===== config.mk =====
export PLATFORM = sky130hd
export DESIGN_NAME = pt_responder
export DESIGN_NICKNAME = d
export VERILOG_FILES = /design/src/rtl/pt_pkg.sv /design/src/rtl/pt_seq.sv /design/src/rtl/pt_addr.sv /design/src/rtl/pt_lane_ram.sv /design/src/rtl/pt_responder.sv
export SDC_FILE = /design/constraint.sdc
export NUM_CORES = 2
export LEC_CHECK = 0
export ABC_AREA = 0
export BUFFER_PORTS_ARGS = -buffer_cell sky130_fd_sc_hd__buf_2
export CAP_MARGIN = 20
export CORE_MARGIN = 4
export CORE_UTILIZATION = 30
export DETAILED_ROUTE_END_ITERATION = 7
export GPL_ROUTABILITY_DRIVEN = 0
export GPL_TIMING_DRIVEN = 1
export SETUP_SLACK_MARGIN = 0.05
export SYNTH_ARGS = -nofsm -noshare
export SYNTH_HDL_FRONTEND = slang
export SYNTH_SLANG_ARGS = --single-unit

===== constraint.sdc =====
create_clock -name clk -period 4.8 [get_ports clk]
set_input_delay 0.48 -clock clk [delete_from_list [all_inputs] [get_ports clk]]
set_output_delay 0.48 -clock clk [all_outputs]
set_load 0.005 [all_outputs]

===== src/rtl/pt_pkg.sv =====
package pt_pkg;
  typedef enum logic [1:0] {
    ST_IDLE   = 2'd0,
    ST_FETCH  = 2'd1,
    ST_ACCESS = 2'd2,
    ST_DONE   = 2'd3
  } pt_state_e;
endpackage


===== src/rtl/pt_seq.sv =====
module pt_seq
  import pt_pkg::*;
(
  input  logic      clk,
  input  logic      rst,
  input  logic      attn_n,
  input  logic      burst_n,
  output pt_state_e state,
  output logic      start_cyc,
  output logic      advance,
  output logic      addr_strobe_n,
  output logic      rdy_n
);
  pt_state_e nxt;

  always_comb begin
    nxt       = state;
    start_cyc = 1'b0;
    advance   = 1'b0;
    case (state)
      ST_IDLE: if (!attn_n) begin
        nxt       = ST_FETCH;
        start_cyc = 1'b1;
      end
      ST_FETCH:  nxt = ST_ACCESS;
      ST_ACCESS: nxt = ST_DONE;
      ST_DONE: begin
        if (!attn_n && !burst_n) begin
          nxt     = ST_ACCESS;
          advance = 1'b1;
        end else begin
          nxt = ST_IDLE;
        end
      end
      default: nxt = ST_IDLE;
    endcase
  end

  always_ff @(posedge clk) begin
    if (rst) begin
      state         <= ST_IDLE;
      addr_strobe_n <= 1'b1;
      rdy_n         <= 1'b1;
    end else begin
      state         <= nxt;
      addr_strobe_n <= (nxt != ST_FETCH);
      rdy_n         <= (nxt != ST_DONE);
    end
  end
endmodule


===== src/rtl/pt_addr.sv =====
module pt_addr #(
  parameter int WIN_W = 2,
  parameter int IDX_W = 4
) (
  input  logic             clk,
  input  logic             rst,
  input  logic             start_cyc,
  input  logic             capture,
  input  logic             advance,
  input  logic [WIN_W-1:0] win_num,
  input  logic             wr_dir,
  input  logic [IDX_W-1:0] addr_bits,
  output logic             wr_q,
  output logic [WIN_W+IDX_W-1:0] bank_idx
);
  logic [WIN_W-1:0] win_q;
  logic [IDX_W-1:0] word_q;

  always_ff @(posedge clk) begin
    if (rst) begin
      win_q  <= '0;
      word_q <= '0;
      wr_q   <= 1'b0;
    end else begin
      if (start_cyc) begin
        win_q <= win_num;
        wr_q  <= wr_dir;
      end
      if (capture)
        word_q <= addr_bits;
      else if (advance)
        word_q <= word_q + 1'b1;
    end
  end

  assign bank_idx = {win_q, word_q};
endmodule


===== src/rtl/pt_lane_ram.sv =====
module pt_lane_ram #(
  parameter int AW = 6
) (
  input  logic          clk,
  input  logic          we,
  input  logic [AW-1:0] addr,
  input  logic [7:0]    wdata,
  output logic [7:0]    rdata
);
  localparam int DEPTH = 1 << AW;
  logic [7:0] mem [DEPTH];

  always_ff @(posedge clk) begin
    if (we) mem[addr] <= wdata;
    rdata <= mem[addr];
  end
endmodule


===== src/rtl/pt_responder.sv =====
module pt_responder
  import pt_pkg::*;
#(
  parameter int DQ_W  = 32,
  parameter int N_WIN = 4,
  parameter int WORDS = 16
) (
  input  logic                     clk,
  input  logic                     rst,
  input  logic                     attn_n,
  input  logic [$clog2(N_WIN)-1:0] win_num,
  input  logic                     wr_dir,
  input  logic                     burst_n,
  input  logic [DQ_W/8-1:0]        be_n,
  input  logic [DQ_W-1:0]          dq_in,
  output logic                     addr_strobe_n,
  output logic                     rdy_n,
  output logic [DQ_W-1:0]          dq_out,
  output logic                     dq_oe
);
  localparam int BE_W  = DQ_W / 8;
  localparam int WIN_W = $clog2(N_WIN);
  localparam int IDX_W = $clog2(WORDS);
  localparam int LSB   = $clog2(BE_W);
  localparam int AW    = WIN_W + IDX_W;

  pt_state_e      state;
  logic           start_cyc, advance, wr_q;
  logic [AW-1:0]  bank_idx;
  logic [DQ_W-1:0] rd_word;
  logic           access;

  pt_seq u_seq (
    .clk(clk), .rst(rst), .attn_n(attn_n), .burst_n(burst_n),
    .state(state), .start_cyc(start_cyc), .advance(advance),
    .addr_strobe_n(addr_strobe_n), .rdy_n(rdy_n)
  );

  pt_addr #(.WIN_W(WIN_W), .IDX_W(IDX_W)) u_addr (
    .clk(clk), .rst(rst), .start_cyc(start_cyc),
    .capture(state == ST_FETCH), .advance(advance),
    .win_num(win_num), .wr_dir(wr_dir),
    .addr_bits(dq_in[LSB +: IDX_W]),
    .wr_q(wr_q), .bank_idx(bank_idx)
  );

  assign access = (state == ST_ACCESS);

  for (genvar k = 0; k < BE_W; k++) begin : g_lane
    pt_lane_ram #(.AW(AW)) u_ram (
      .clk(clk),
      .we(access && wr_q && !be_n[k]),
      .addr(bank_idx),
      .wdata(dq_in[8*k +: 8]),
      .rdata(rd_word[8*k +: 8])
    );
  end

  always_ff @(posedge clk) begin
    if (rst) dq_oe <= 1'b0;
    else     dq_oe <= access && !wr_q;
  end

  assign dq_out = dq_oe ? rd_word : '0;
endmodule


==> load_flow_metrics.sql <==
INSERT INTO impl_metrics (metric_group, metric, value, unit) VALUES
('worst_hold_path', 'hold_depth', '3', ''),
('layout', 'area_of_all_placed_cells_without_fillers', '91400', 'µm²'),
('clocking', 'tritoncts', 'done', ''),
('routing', 'routed_wirelength', '267000', 'µm'),
('power_and_ir_drop', 'internal_power', '0.0308', 'W'),
('worst_setup_path', 'critical_path.max_stage_delay', '1.05', 'ns'),
('worst_setup_path', 'crit_top_cell', 'sky130_fd_sc_hd__nor3_1', ''),
('layout', 'area_taken_by_multi_input_logic_gates', '15600', 'µm²'),
('logic_synthesis', 'yosysSeqAreaShare', '78.5', '%'),
('sta', 'finalCritPeriodShare', '81.5', '%'),
('die', 'fp.dieW', '523', 'µm'),
('routing', 'detail_route.vias_per_cell', '5.71', ''),
('worst_setup_path', 'worst_r2r_path_depth', '7', ''),
('worst_hold_path', 'hp-class', 'input port to flop', ''),
('grt', 'track_usage', '18.9', '%'),
('logic_synthesis', 'synth_fp_nets', '4657', ''),
('die', 'vertical_extent_of_the_die', '523', 'µm'),
('run', 'drv_cap', '0', ''),
('routing', 'drt.antenna.violating_nets', '0', ''),
('die', 'num_rows', '188', ''),
('power_and_ir_drop', 'cellLeakagePower', '27.4', 'nW'),
('power_and_ir_drop', 'power.sequential.fraction', '48.1', '%'),
('clocking', 'h-tree-depth', '4', ''),
('sta', 'finClkSkew', '0.0550', 'ns'),
('sta', 'final.setup.tns', '0', 'ns'),
('sta', 'min_period', '3.91', 'ns'),
('logic_synthesis', 'mappedNetlistArea', '79500', 'µm²'),
('worst_setup_path', 'critPathRequiredTime', '5.48', 'ns'),
('layout', 'drive_above_1_share', '15.2', '%'),
('worst_setup_path', 'worst_setup_path_end_kind', 'flop', ''),
('power_and_ir_drop', 'p_comb_share', '15.4', '%'),
('grt', 'antenna_violations_before_repair', '16', ''),
('worst_setup_path', 'critical_path_arrival', '4.60', 'ns'),
('logic_synthesis', 'syn_area_per_cell', '17.2', 'µm²'),
('logic_synthesis', 'ys_seq_elements', '2092', ''),
('power_and_ir_drop', 'swShare', '28.0', '%'),
('clocking', 'clkLatencyLatePin', '0.87', 'ns'),
('clocking', 'clkSlewWorstSetupHoldPaths', '0.06', 'ns'),
('worst_setup_path', 'start_kind', 'flop', ''),
('layout', 'filler_cell_count', '24800', ''),
('routing', 'wire_per_inst', '31.5', 'µm'),
('routing', 'detail_route.drc_violations', '0', ''),
('placement', 'buffers_on_ports', '77', ''),
('clocking', 'post-cts-setup-buffer-count', '0', ''),
('placement', 'hpwlAfterDp', '174000', 'µm'),
('logic_synthesis', 'synthArstFlopShare', '0', '%'),
('worst_setup_path', 'critical_path.top_delay_family', 'simple AND/OR/NAND/NOR gates', ''),
('die', 'top_level_ports', '78', ''),
('sta', 'drv_slew', '0', ''),
('power_and_ir_drop', 'p_switching', '0.0120', 'W'),
('sta', 'finalHoldViolations', '0', ''),
('layout', 'nets', '4814', ''),
('worst_setup_path', 'critical_path_fanouts_max', '21', ''),
('sta', 'maxClockFrequency', '256', 'MHz'),
('clocking', 'cts_buffer_depth', '3', ''),
('worst_setup_path', 'crit-reg2reg-capture', 'g_lane[3].u_ram.rdata[7]$_DFF_P_', ''),
('clocking', 'numClockSinks', '2092', ''),
('sta', 'setup_viol_count_final', '0', ''),
('logic_synthesis', 'post_synth_inst_count', '4613', ''),
('worst_setup_path', 'worstPathBufferInverterCount', '1', ''),
('power_and_ir_drop', 'part_of_the_power_in_the_clock_network', '36.5', '%'),
('worst_hold_path', 'hold_start', 'win_num[0]', ''),
('die', 'floorplan.die_area', '273000', 'µm²'),
('logic_synthesis', 'netlist-cell-type-count', '64', ''),
('worst_hold_path', 'min_delay_worst_endpoint', 'u_addr.win_q[0]$_SDFFE_PP0P_', ''),
('status', 'status', 'completed', ''),
('grt', 'largest_net_degree_at_the_start_of_global_routing', '112', ''),
('layout', 'register_area', '62400', 'µm²'),
('grt', 'grt_first_pass_wirelength', '369000', 'µm'),
('logic_synthesis', 'synth_top_flop_cell', 'sky130_fd_sc_hd__edfxtp_1', ''),
('logic_synthesis', 'synth-edff-count', '2048', '');
logic make-up (layout without fill, tap and decap cells):
logic type	count (synthesis)	count (layout)	share of synthesized area [%]
fa+ha+maj	1	1	0.0157
flops	2092	2092	78.5
other cells	0	5	0
xor+xnor	2	2	0.0220
compound gates	1195	1195	11.3
simple gates	758	758	4.18
buf+inv	366	692	2.03
mux	199	199	3.99
layer usage:
layer,wire length [µm],up-vias,global-route usage [%]
met2,121000,3486,29.3
li1,-,19400,-
met5,68,-,0
met3,30900,601,4.47
met1,100000,24900,25.2
met4,14400,10,8.79
sequential cells by signal (all words and copies together) (netlist names):
register / cells
dq_oe: 1
g_lane.u_ram.mem: 2048
g_lane.u_ram.rdata: 32
u_addr.win_q: 2
u_addr.word_q: 4
u_addr.wr_q: 1
u_seq.addr_strobe_n: 1
u_seq.rdy_n: 1
u_seq.state: 2
worst max-delay path by stage:
| stage | from | endpoint | depth (start not counted) |
|---|---|---|---|
| floorplan | u_addr.word_q[2]$_SDFFE_PP0P_ | g_lane[0].u_ram.mem[11][0]$_DFFE_PP_ | 8 |
| global placement | u_addr.word_q[1]$_SDFFE_PP0P_ | g_lane[2].u_ram.mem[10][2]$_DFFE_PP_ | 6 |
| detailed placement | u_addr.word_q[1]$_SDFFE_PP0P_ | g_lane[2].u_ram.mem[10][2]$_DFFE_PP_ | 6 |
| CTS | u_addr.word_q[1]$_SDFFE_PP0P_ | g_lane[2].u_ram.mem[10][7]$_DFFE_PP_ | 6 |
| global route | u_addr.word_q[1]$_SDFFE_PP0P_ | g_lane[3].u_ram.rdata[0]$_DFF_P_ | 7 |
| finish | u_addr.word_q[2]$_SDFFE_PP0P_ | g_lane[3].u_ram.rdata[7]$_DFF_P_ | 7 |
synth_stat cells, types with 7 or more instances:
cell | instances | area, µm²
sky130_fd_sc_hd__mux2i_1 | 87 | 871
sky130_fd_sc_hd__edfxtp_1 | 2048 | 61500
sky130_fd_sc_hd__o21ai_0 | 71 | 355
sky130_fd_sc_hd__dfxtp_1 | 44 | 881
sky130_fd_sc_hd__a211oi_1 | 10 | 75.1
sky130_fd_sc_hd__o211ai_1 | 12 | 90.1
sky130_fd_sc_hd__a221oi_1 | 322 | 2820
sky130_fd_sc_hd__a22oi_1 | 431 | 3240
sky130_fd_sc_hd__or3_1 | 10 | 62.6
sky130_fd_sc_hd__a22o_1 | 24 | 210
sky130_fd_sc_hd__nor3_1 | 69 | 345
sky130_fd_sc_hd__mux2_2 | 20 | 225
sky130_fd_sc_hd__a31oi_1 | 7 | 43.8
sky130_fd_sc_hd__and2_1 | 36 | 225
sky130_fd_sc_hd__clkbuf_1 | 171 | 642
sky130_fd_sc_hd__o2111ai_1 | 18 | 158
sky130_fd_sc_hd__mux4_2 | 92 | 2070
sky130_fd_sc_hd__nand2_1 | 146 | 548
sky130_fd_sc_hd__buf_4 | 17 | 128
sky130_fd_sc_hd__nor4_1 | 31 | 194
sky130_fd_sc_hd__nor2_1 | 391 | 1470
sky130_fd_sc_hd__o32ai_1 | 9 | 78.8
sky130_fd_sc_hd__o221ai_1 | 22 | 193
sky130_fd_sc_hd__a2111oi_0 | 8 | 70.1
sky130_fd_sc_hd__nor2b_1 | 13 | 81.3
sky130_fd_sc_hd__buf_1 | 48 | 180
sky130_fd_sc_hd__buf_2 | 122 | 611
sky130_fd_sc_hd__nand3_1 | 22 | 110
sky130_fd_sc_hd__a21oi_1 | 76 | 380
sky130_fd_sc_hd__o22ai_1 | 147 | 920
stage by stage:
step | setup slack [ns] | hold slack (ns) | cells | total power, W | utilization (%)
2_1_floorplan | 2.40 | 0.413 | 4613 | 0.0241 | -
3_3_place_gp | 1.04 | 0.434 | 8069 | 0.0273 | 32.2
3_5_place_dp | 1.03 | 0.448 | 8080 | 0.0274 | 32.3
4_1_cts | 1.06 | 0.00841 | 8451 | 0.0427 | 34.7
5_1_grt | 0.858 | 0.0423 | 8456 | 0.0438 | 34.7
6_report | 0.887 | 0.0475 | 8459 | 0.0428 | 34.7
timing repair:
action	in CTS	in global routing
hold buffers	6	0
setup endpoints to repair	0	0
endpoints found under the hold margin	21	0
area by class of cell:
cell class              count  area share (%)
flip-flops and latches   2092            68.3
multi-input cells        2155            17.1
clock buffers             230            5.54
well taps                3515            4.81
repair buffers            323            2.77
clock inverters           135            1.46
inverters                   4          0.0219
diodes                      5          0.0137
cells in the final DEF, fill, tap and decap left out, drive strengths merged, types with 36 or more instances in the layout:
master,instances
nor3,69
a21oi,76
o21ai,71
nor2,391
clkbuf,231
mux4,92
edfxtp,2048
a221oi,323
buf,316
a22oi,431
o22ai,147
clkinv,94
nand2,146
and2,36
mux2i,87
dfxtp,44
worst min-delay path: stages:
cell and delay [ns]:
sky130_fd_sc_hd__buf_2 0.18, sky130_fd_sc_hd__mux2i_1 0.10, sky130_fd_sc_hd__nor2_1 0.09
power groups by stage:
| stage | Sequential [W] | Clock (W) | Combinational, W |
|---|---|---|---|
| after floorplan | 0.0206 | 0 | 0.00349 |
| after global placement | 0.0210 | 0 | 0.00636 |
| after detailed placement | 0.0210 | 0 | 0.00638 |
| after CTS | 0.0206 | 0.0157 | 0.00641 |
| after global routing | 0.0206 | 0.0164 | 0.00678 |
| final | 0.0206 | 0.0156 | 0.00658 |
Power figures use the tool's default switching activity.
